**src/rtl/hsk_pkg.sv**
```systemverilog
package hsk_pkg;

    typedef enum logic [3:0] {
        ST_IDLE    = 4'd0,
        ST_R_REQ   = 4'd1,
        ST_R_DATA  = 4'd2,
        ST_R_ACK   = 4'd3,
        ST_R_REL   = 4'd4,
        ST_W_EN    = 4'd5,
        ST_W_REQ   = 4'd6,
        ST_W_DROP  = 4'd7,
        ST_W_ACK   = 4'd8
    } hsk_state_e;

    typedef struct packed {
        hsk_state_e state;
        logic       dev_req;
        logic       xcvr_en;
        logic       bus_ack;
        logic       err;
    } hsk_regs_t;

    localparam hsk_regs_t HSK_RESET = '{
        state:   ST_IDLE,
        dev_req: 1'b0,
        xcvr_en: 1'b0,
        bus_ack: 1'b0,
        err:     1'b0
    };

endpackage

```
**src/rtl/hsk_sync.sv**
```systemverilog
module hsk_sync #(
    parameter int unsigned WIDTH  = 3,
    parameter int unsigned STAGES = 2
) (
    input  logic             clk,
    input  logic             rst_n,
    input  logic [WIDTH-1:0] async_i,
    output logic [WIDTH-1:0] sync_o
);
    logic [WIDTH-1:0] stage_q [STAGES];
    logic [WIDTH-1:0] stage_d [STAGES];

    always_comb begin
        stage_d[0] = async_i;
        for (int i = 1; i < STAGES; i++) begin
            stage_d[i] = stage_q[i-1];
        end
    end

    always_ff @(posedge clk or negedge rst_n) begin
        if (!rst_n) begin
            for (int i = 0; i < STAGES; i++) begin
                stage_q[i] <= '0;
            end
        end else begin
            for (int i = 0; i < STAGES; i++) begin
                stage_q[i] <= stage_d[i];
            end
        end
    end

    assign sync_o = stage_q[STAGES-1];

endmodule

```
**src/rtl/hsk_tmo.sv**
```systemverilog
module hsk_tmo #(
    parameter int unsigned LIMIT = 1024
) (
    input  logic clk,
    input  logic rst_n,
    input  logic wait_i,
    output logic expire_o
);
    generate
        if (LIMIT == 0) begin : g_off
            logic unused_ok;
            assign unused_ok = clk ^ rst_n ^ wait_i;
            assign expire_o  = 1'b0;
        end else begin : g_on
            localparam int unsigned CW = $clog2(LIMIT + 1);
            localparam logic [CW-1:0] LAST = CW'(LIMIT - 1);

            logic [CW-1:0] cnt_d, cnt_q;

            always_comb begin
                cnt_d = cnt_q;
                if (!wait_i) begin
                    cnt_d = '0;
                end else if (cnt_q != LAST) begin
                    cnt_d = cnt_q + 1'b1;
                end
            end

            always_ff @(posedge clk or negedge rst_n) begin
                if (!rst_n) begin
                    cnt_q <= '0;
                end else begin
                    cnt_q <= cnt_d;
                end
            end

            assign expire_o = wait_i && (cnt_q == LAST);

            AST_TMO_FRESH: assert property (@(posedge clk) disable iff (!rst_n)
                $rose(wait_i) |-> (cnt_q == '0));
        end
    endgenerate

endmodule

```
**src/rtl/hsk_seq.sv**
```systemverilog
module hsk_seq
    import hsk_pkg::*;
(
    input  logic clk,
    input  logic rst_n,
    input  logic rd_s,
    input  logic wr_s,
    input  logic ack_s,
    input  logic tmo_i,
    output logic dev_req_o,
    output logic xcvr_en_o,
    output logic bus_ack_o,
    output logic err_o
);
    hsk_regs_t r_d, r_q;

    always_comb begin
        r_d = r_q;
        if (tmo_i) begin
            r_d.err = 1'b1;
        end
        unique case (r_q.state)
            ST_IDLE: begin
                if (rd_s && wr_s) begin
                    r_d.err = 1'b1;
                end else if (!ack_s) begin
                    if (rd_s) begin
                        r_d.dev_req = 1'b1;
                        r_d.state   = ST_R_REQ;
                    end else if (wr_s) begin
                        r_d.xcvr_en = 1'b1;
                        r_d.state   = ST_W_EN;
                    end
                end
            end
            ST_R_REQ: begin
                if (ack_s) begin
                    r_d.xcvr_en = 1'b1;
                    r_d.state   = ST_R_DATA;
                end
            end
            ST_R_DATA: begin
                r_d.bus_ack = 1'b1;
                r_d.state   = ST_R_ACK;
            end
            ST_R_ACK: begin
                if (!rd_s) begin
                    r_d.xcvr_en = 1'b0;
                    r_d.state   = ST_R_REL;
                end
            end
            ST_R_REL: begin
                r_d.bus_ack = 1'b0;
                r_d.dev_req = 1'b0;
                r_d.state   = ST_IDLE;
            end
            ST_W_EN: begin
                r_d.dev_req = 1'b1;
                r_d.state   = ST_W_REQ;
            end
            ST_W_REQ: begin
                if (ack_s) begin
                    r_d.xcvr_en = 1'b0;
                    r_d.state   = ST_W_DROP;
                end
            end
            ST_W_DROP: begin
                r_d.bus_ack = 1'b1;
                r_d.dev_req = 1'b0;
                r_d.state   = ST_W_ACK;
            end
            ST_W_ACK: begin
                if (!wr_s) begin
                    r_d.bus_ack = 1'b0;
                    r_d.state   = ST_IDLE;
                end
            end
            default: r_d = HSK_RESET;
        endcase
    end

    always_ff @(posedge clk or negedge rst_n) begin
        if (!rst_n) begin
            r_q <= HSK_RESET;
        end else begin
            r_q <= r_d;
        end
    end

    assign dev_req_o = r_q.dev_req;
    assign xcvr_en_o = r_q.xcvr_en;
    assign bus_ack_o = r_q.bus_ack;
    assign err_o     = r_q.err;

    AST_ACK_AFTER_DEVICE: assert property (@(posedge clk) disable iff (!rst_n)
        $rose(r_q.bus_ack) |-> $past(ack_s));

    AST_XCVR_CAUSE: assert property (@(posedge clk) disable iff (!rst_n)
        $rose(r_q.xcvr_en) |-> ($past(ack_s) || $past(wr_s)));

    AST_IDLE_GATED: assert property (@(posedge clk) disable iff (!rst_n)
        (r_q.state == ST_IDLE && ack_s) |=> (r_q.state == ST_IDLE));

    AST_BOTH_STROBES: assert property (@(posedge clk) disable iff (!rst_n)
        (r_q.state == ST_IDLE && rd_s && wr_s) |=> (r_q.state == ST_IDLE && r_q.err));

    AST_ERR_STICKY: assert property (@(posedge clk) disable iff (!rst_n)
        r_q.err |=> r_q.err);

    AST_RD_RELEASE: assert property (@(posedge clk) disable iff (!rst_n)
        $fell(r_q.xcvr_en) && r_q.bus_ack |=> (!r_q.bus_ack && !r_q.dev_req));

endmodule

```
**src/rtl/bus_slave_hsk.sv**
```systemverilog
module bus_slave_hsk #(
    parameter int unsigned TIMEOUT_CYC = 1024,
    parameter int unsigned SYNC_STAGES = 2
) (
    input  logic clk,
    input  logic rst_n,
    input  logic rd_stb,
    input  logic wr_stb,
    input  logic dev_ack,
    output logic dev_req,
    output logic xcvr_en,
    output logic bus_ack,
    output logic proto_err
);
    localparam int unsigned NIN = 3;

    logic [NIN-1:0] in_s;
    logic           tmo;

    hsk_sync #(.WIDTH(NIN), .STAGES(SYNC_STAGES)) u_sync (
        .clk     (clk),
        .rst_n   (rst_n),
        .async_i ({dev_ack, wr_stb, rd_stb}),
        .sync_o  (in_s)
    );

    hsk_tmo #(.LIMIT(TIMEOUT_CYC)) u_tmo (
        .clk      (clk),
        .rst_n    (rst_n),
        .wait_i   (dev_req != in_s[2]),
        .expire_o (tmo)
    );

    hsk_seq u_seq (
        .clk       (clk),
        .rst_n     (rst_n),
        .rd_s      (in_s[0]),
        .wr_s      (in_s[1]),
        .ack_s     (in_s[2]),
        .tmo_i     (tmo),
        .dev_req_o (dev_req),
        .xcvr_en_o (xcvr_en),
        .bus_ack_o (bus_ack),
        .err_o     (proto_err)
    );

endmodule

```
**config.mk**
```make
export PLATFORM = sky130hd
export DESIGN_NAME = bus_slave_hsk
export DESIGN_NICKNAME = d
export VERILOG_FILES = /design/src/rtl/hsk_pkg.sv /design/src/rtl/hsk_sync.sv /design/src/rtl/hsk_tmo.sv /design/src/rtl/hsk_seq.sv /design/src/rtl/bus_slave_hsk.sv
export SDC_FILE = /design/constraint.sdc
export NUM_CORES = 1
export LEC_CHECK = 0
export BUFFER_PORTS_ARGS = -buffer_cell sky130_fd_sc_hd__buf_2
export CAP_MARGIN = 40
export CORE_ASPECT_RATIO = 1.5
export CORE_MARGIN = 2
export CORE_UTILIZATION = 40
export DETAILED_ROUTE_END_ITERATION = 8
export HOLD_SLACK_MARGIN = 0.12
export PLACE_DENSITY = 0.61
export SLEW_MARGIN = 20
export SYNTH_ARGS = -nofsm -noshare
export SYNTH_HDL_FRONTEND = slang
export SYNTH_HIERARCHICAL = 1
export SYNTH_SLANG_ARGS = --single-unit
```
**constraint.sdc**
```tcl
create_clock -name clk -period 1.6 [get_ports clk]
set_input_delay 0.32 -clock clk [delete_from_list [all_inputs] [get_ports clk]]
set_output_delay 0.32 -clock clk [all_outputs]
set_load 0.05 [all_outputs]
```
==> insert_results.sql <==
INSERT INTO impl_metrics (metric_group, metric, value, unit) VALUES
('finish', 'post_layout_nonfiller_instances', '202', ''),
('status', 'result_of_the_run', 'finished, final reports clean', ''),
('power_and_ir_drop', 'p_int', '1.43', 'mW'),
('placement', 'numPortBuffers', '8', ''),
('logic_synthesis', 'synthCells', '139', ''),
('worst_setup_path', 'criticalPathCategory', 'reg2reg', ''),
('detailed_routing', 'route.detailed.wl_per_inst', '15.4', 'µm'),
('worst_setup_path', 'worst_path_largest_cell_delay', '470', 'ps'),
('power_and_ir_drop', 'max-vdd-ir-drop', '0.954', 'mV'),
('logic_synthesis', 'synth_largest_type_area_fraction', '0.447', ''),
('finish', 'finish.utilization', '0.484', ''),
('clocking', 'worstSkewPairLatency', '260', 'ps'),
('sta', 'fin_tns_setup', '0', 'ps'),
('floorplan', 'fp.dieH', '76.5', 'µm'),
('placement', 'post-place-cells', '196', ''),
('power_and_ir_drop', 'share_comb_of_total_power', '0.481', ''),
('sta', 'relSlewSlack', '0.623', ''),
('global_routing', 'grt_start_max_net_pins', '26', ''),
('detailed_routing', 'vias_per_cell', '5.82', ''),
('logic_synthesis', 'yosysTopAreaCell', 'sky130_fd_sc_hd__dfrtp_1', ''),
('logic_synthesis', 'synthFlopType', 'sky130_fd_sc_hd__dfrtp_1', ''),
('worst_setup_path', 'critPathLaunchType', 'flip-flop', ''),
('floorplan', 'core_region_area', '3380', 'µm²'),
('clocking', 'clockBufferDepth', '2', ''),
('sta', 'timing.final.setup_violations', '0', ''),
('job', 'max_cap_viol_count', '0', ''),
('worst_setup_path', 'worst_path_top_cell_family_by_delay', 'simple AND/OR/NAND/NOR gates', ''),
('sta', 'fmaxAchievable', '644', 'MHz'),
('worst_setup_path', 'timing.critical_path.to_type', 'flip-flop', ''),
('logic_synthesis', 'yosysWarningCount', '6', ''),
('finish', 'area.growth.synth_to_final', '17.1', '%'),
('logic_synthesis', 'seq_area_frac_synth', '0.447', ''),
('logic_synthesis', 'ys_seq_elements', '25', ''),
('logic_synthesis', 'post_synth_instance_area', '1400', 'µm²'),
('placement', 'routability_congestion_estimate', '0.880', ''),
('sta', 'hold_viol_final', '0', ''),
('clocking', 'clk_pin_slew_worst_paths', '80', 'ps'),
('finish', 'drive_above_1_share', '0.263', ''),
('detailed_routing', 'drt-total-wl', '3120', 'µm'),
('placement', 'dpl.hpwl', '2330', 'µm'),
('worst_setup_path', 'cp.buffers_inverters', '0', ''),
('detailed_routing', 'ant_nets', '0', ''),
('global_routing', 'initial_antenna_violation_count', '0', ''),
('worst_setup_path', 'path_max_fanout', '8', ''),
('power_and_ir_drop', 'power_frac_seq', '0.372', ''),
('power_and_ir_drop', 'power_density', '1530', 'nW/µm²'),
('finish', 'fillers', '332', ''),
('clocking', 'cts-htree-levels', '1', ''),
('worst_setup_path', 'cp.arrival', '1750', 'ps'),
('power_and_ir_drop', 'switching_share', '0.429', ''),
('global_routing', 'grt_overflow_total', '0', ''),
('floorplan', 'ios', '9', ''),
('finish', 'layout.nets', '167', ''),
('logic_synthesis', 'ys_async_rst_share', '1.00', ''),
('detailed_routing', 'drt_first_pass_iters', '4', ''),
('logic_synthesis', 'synth_cell_types', '49', ''),
('sta', 'report.final.slew_viol_count', '0', ''),
('global_routing', 'grt_first_pass_wirelength', '5270', 'µm'),
('worst_setup_path', 'worstPathRequired', '1800', 'ps'),
('clocking', 'tritoncts_num_sinks', '25', ''),
('detailed_routing', 'drc', '0', ''),
('power_and_ir_drop', 'p_leak', '0.725', 'nW'),
('logic_synthesis', 'synth.top_cells.by_area', 'sky130_fd_sc_hd__dfrtp_1 45%, sky130_fd_sc_hd__nand2_1 3.2%, sky130_fd_sc_hd__mux2i_1 2.1%, sky130_fd_sc_hd__o21ai_0 2.1%, sky130_fd_sc_hd__nand3b_1 2.1%', ''),
('sta', 'worst-slew-pin-transition', '565', 'ps'),
('worst_setup_path', 'critical_path_cell_by_cell', 'nor2b_4 > a32o_2 > or4_1 > a21oi_2', ''),
('clocking', 'cts-buffers-inserted', '3', ''),
('floorplan', 'placement_rows', '26', ''),
('sta', 'period_share', '0.970', ''),
('detailed_routing', 'total_number_of_vias', '1176', ''),
('clocking', 'tritoncts_clock_tree', 'done', ''),
('logic_synthesis', 'synthesized_nets', '145', '');
==> power groups by stage <==
stage | combinational (mW) | sequential [mW] | clock [mW]
after detailed placement | 1.16 | 0.940 | 0
after global routing | 1.32 | 0.952 | 0.414
after floorplan | 0.681 | 1.06 | 0
final | 1.21 | 0.934 | 0.368
after CTS | 1.17 | 0.927 | 0.388
after global placement | 1.14 | 0.930 | 0
==> sequential cells by signal, indices dropped and copies added, names as in the netlist <==
name,cells
u_sync/stage_d,3
u_seq/xcvr_en_o,1
u_seq/err_o,1
u_sync/sync_o,3
u_seq/dev_req_o,1
u_seq/r_q,4
u_tmo/g_on.cnt_q,11
u_seq/bus_ack_o,1
==> through the flow <==
step                setup WS [ps]  hold slack (ps)  total power, mW  area (µm²)
global placement             78.4              332             2.07        1560
floorplan                    55.6             24.4             1.74        1400
global route                -18.1              141             2.69        1640
detailed placement           53.6              336             2.10        1560
finish                       47.5              156             2.51        1640
CTS                          31.8              149             2.48        1620
==> final cells by class <==
| class | instances | area (µm²) | area share |
|---|---|---|---|
| tap | 42 | 52.6 | 0.0321 |
| multi-input combinational | 100 | 724 | 0.442 |
| clock buffer | 4 | 45.0 | 0.0275 |
| timing repair buffer | 24 | 163 | 0.0992 |
| inverter | 7 | 26.3 | 0.0160 |
| sequential | 25 | 628 | 0.383 |
==> worst paths after layout <==
path | startpoint | end | slack [ps] | depth (start not counted)
setup / recovery | u_seq/r_q[5]$_DFFE_PN0P_ | u_seq/r_q[5]$_DFFE_PN0P_ | 50 | 4
hold / removal | dev_ack | u_sync/stage_d[2]$_DFF_PN0_ | 160 | 1
setup reg to reg | u_seq/r_q[5]$_DFFE_PN0P_ | u_seq/r_q[5]$_DFFE_PN0P_ | 50 | 4
hold reg to reg | u_sync/stage_d[0]$_DFF_PN0_ | u_sync/sync_o[0]$_DFF_PN0_ | 350 | 0
max in group asynchronous | rst_n | u_seq/r_q[5]$_DFFE_PN0P_ | 610 | 2
min in group asynchronous | rst_n | u_seq/dev_req_o$_DFFE_PN0P_ | 570 | 2
==> synthesized netlist by cell type (3+ instances only) <==
cell and number:
sky130_fd_sc_hd__o21ai_0 6, sky130_fd_sc_hd__nand3_1 5, sky130_fd_sc_hd__and2_1 3, sky130_fd_sc_hd__dfrtp_1 25
sky130_fd_sc_hd__clkbuf_1 4, sky130_fd_sc_hd__nor4_1 3, sky130_fd_sc_hd__xor2_1 3, sky130_fd_sc_hd__nor3_1 3
sky130_fd_sc_hd__a21oi_1 5, sky130_fd_sc_hd__inv_1 7, sky130_fd_sc_hd__nand2b_1 3, sky130_fd_sc_hd__nand2_1 12
sky130_fd_sc_hd__or4_1 3, sky130_fd_sc_hd__nand3b_1 4, sky130_fd_sc_hd__nor2_1 7, sky130_fd_sc_hd__mux2i_1 3
==> cells by family after synthesis <==
logic type,Yosys count,share of synthesized area
XOR/XNOR,3,0.0188
flip-flops,25,0.447
buffers and inverters,14,0.0447
multiplexers,3,0.0214
AO/OA/AOI/OAI,36,0.204
AND/OR/NAND/NOR,57,0.256
adder cells (fa/ha/maj),1,0.00894
==> metal layers <==
metal | vias up | part of all wire | global-route usage
met1 | 566 | 0.40 | 0.183
met3 | 12 | 0.029 | 0.0176
li1 | 564 | - | -
met4 | 0 | 0.039 | 0.0949
met2 | 34 | 0.53 | 0.306
met5 | - | 0 | 0
==> repair_timing <==
item	CTS	global route
hold buffers	1	0
setup buffers	0	1
endpoints found under the hold margin	25	0
setup endpoints to repair	0	3
gates resized for setup	0	4
==> worst reg2reg max path, cell delays in order, from the launching register on <==
cell and delay, ps:
sky130_fd_sc_hd__dfrtp_2 470, sky130_fd_sc_hd__nor2b_4 150, sky130_fd_sc_hd__a32o_2 290, sky130_fd_sc_hd__or4_1 430, sky130_fd_sc_hd__a21oi_2 140
==> cells in the final DEF (no fill, tap or decap), types with 2 or more instances in the layout <==
| master | count |
|---|---|
| sky130_fd_sc_hd__a21oi_1 | 4 |
| sky130_fd_sc_hd__a22oi_1 | 2 |
| sky130_fd_sc_hd__and2_1 | 3 |
| sky130_fd_sc_hd__buf_2 | 8 |
| sky130_fd_sc_hd__buf_4 | 15 |
| sky130_fd_sc_hd__clkbuf_8 | 3 |
| sky130_fd_sc_hd__dfrtp_1 | 23 |
| sky130_fd_sc_hd__dfrtp_2 | 2 |
| sky130_fd_sc_hd__inv_1 | 7 |
| sky130_fd_sc_hd__mux2i_1 | 3 |
| sky130_fd_sc_hd__nand2_1 | 12 |
| sky130_fd_sc_hd__nand2b_1 | 3 |
| sky130_fd_sc_hd__nand3_1 | 5 |
| sky130_fd_sc_hd__nand3b_1 | 4 |
| sky130_fd_sc_hd__nand4_1 | 2 |
| sky130_fd_sc_hd__nor2_1 | 7 |
| sky130_fd_sc_hd__nor3_1 | 3 |
| sky130_fd_sc_hd__nor4_1 | 3 |
| sky130_fd_sc_hd__o211a_1 | 2 |
| sky130_fd_sc_hd__o211ai_2 | 2 |
| sky130_fd_sc_hd__o21ai_0 | 6 |
| sky130_fd_sc_hd__o22ai_1 | 2 |
| sky130_fd_sc_hd__o311a_2 | 2 |
| sky130_fd_sc_hd__or3_1 | 2 |
| sky130_fd_sc_hd__or4_1 | 3 |
| sky130_fd_sc_hd__xor2_1 | 3 |
(Power assumes the default switching activity.)
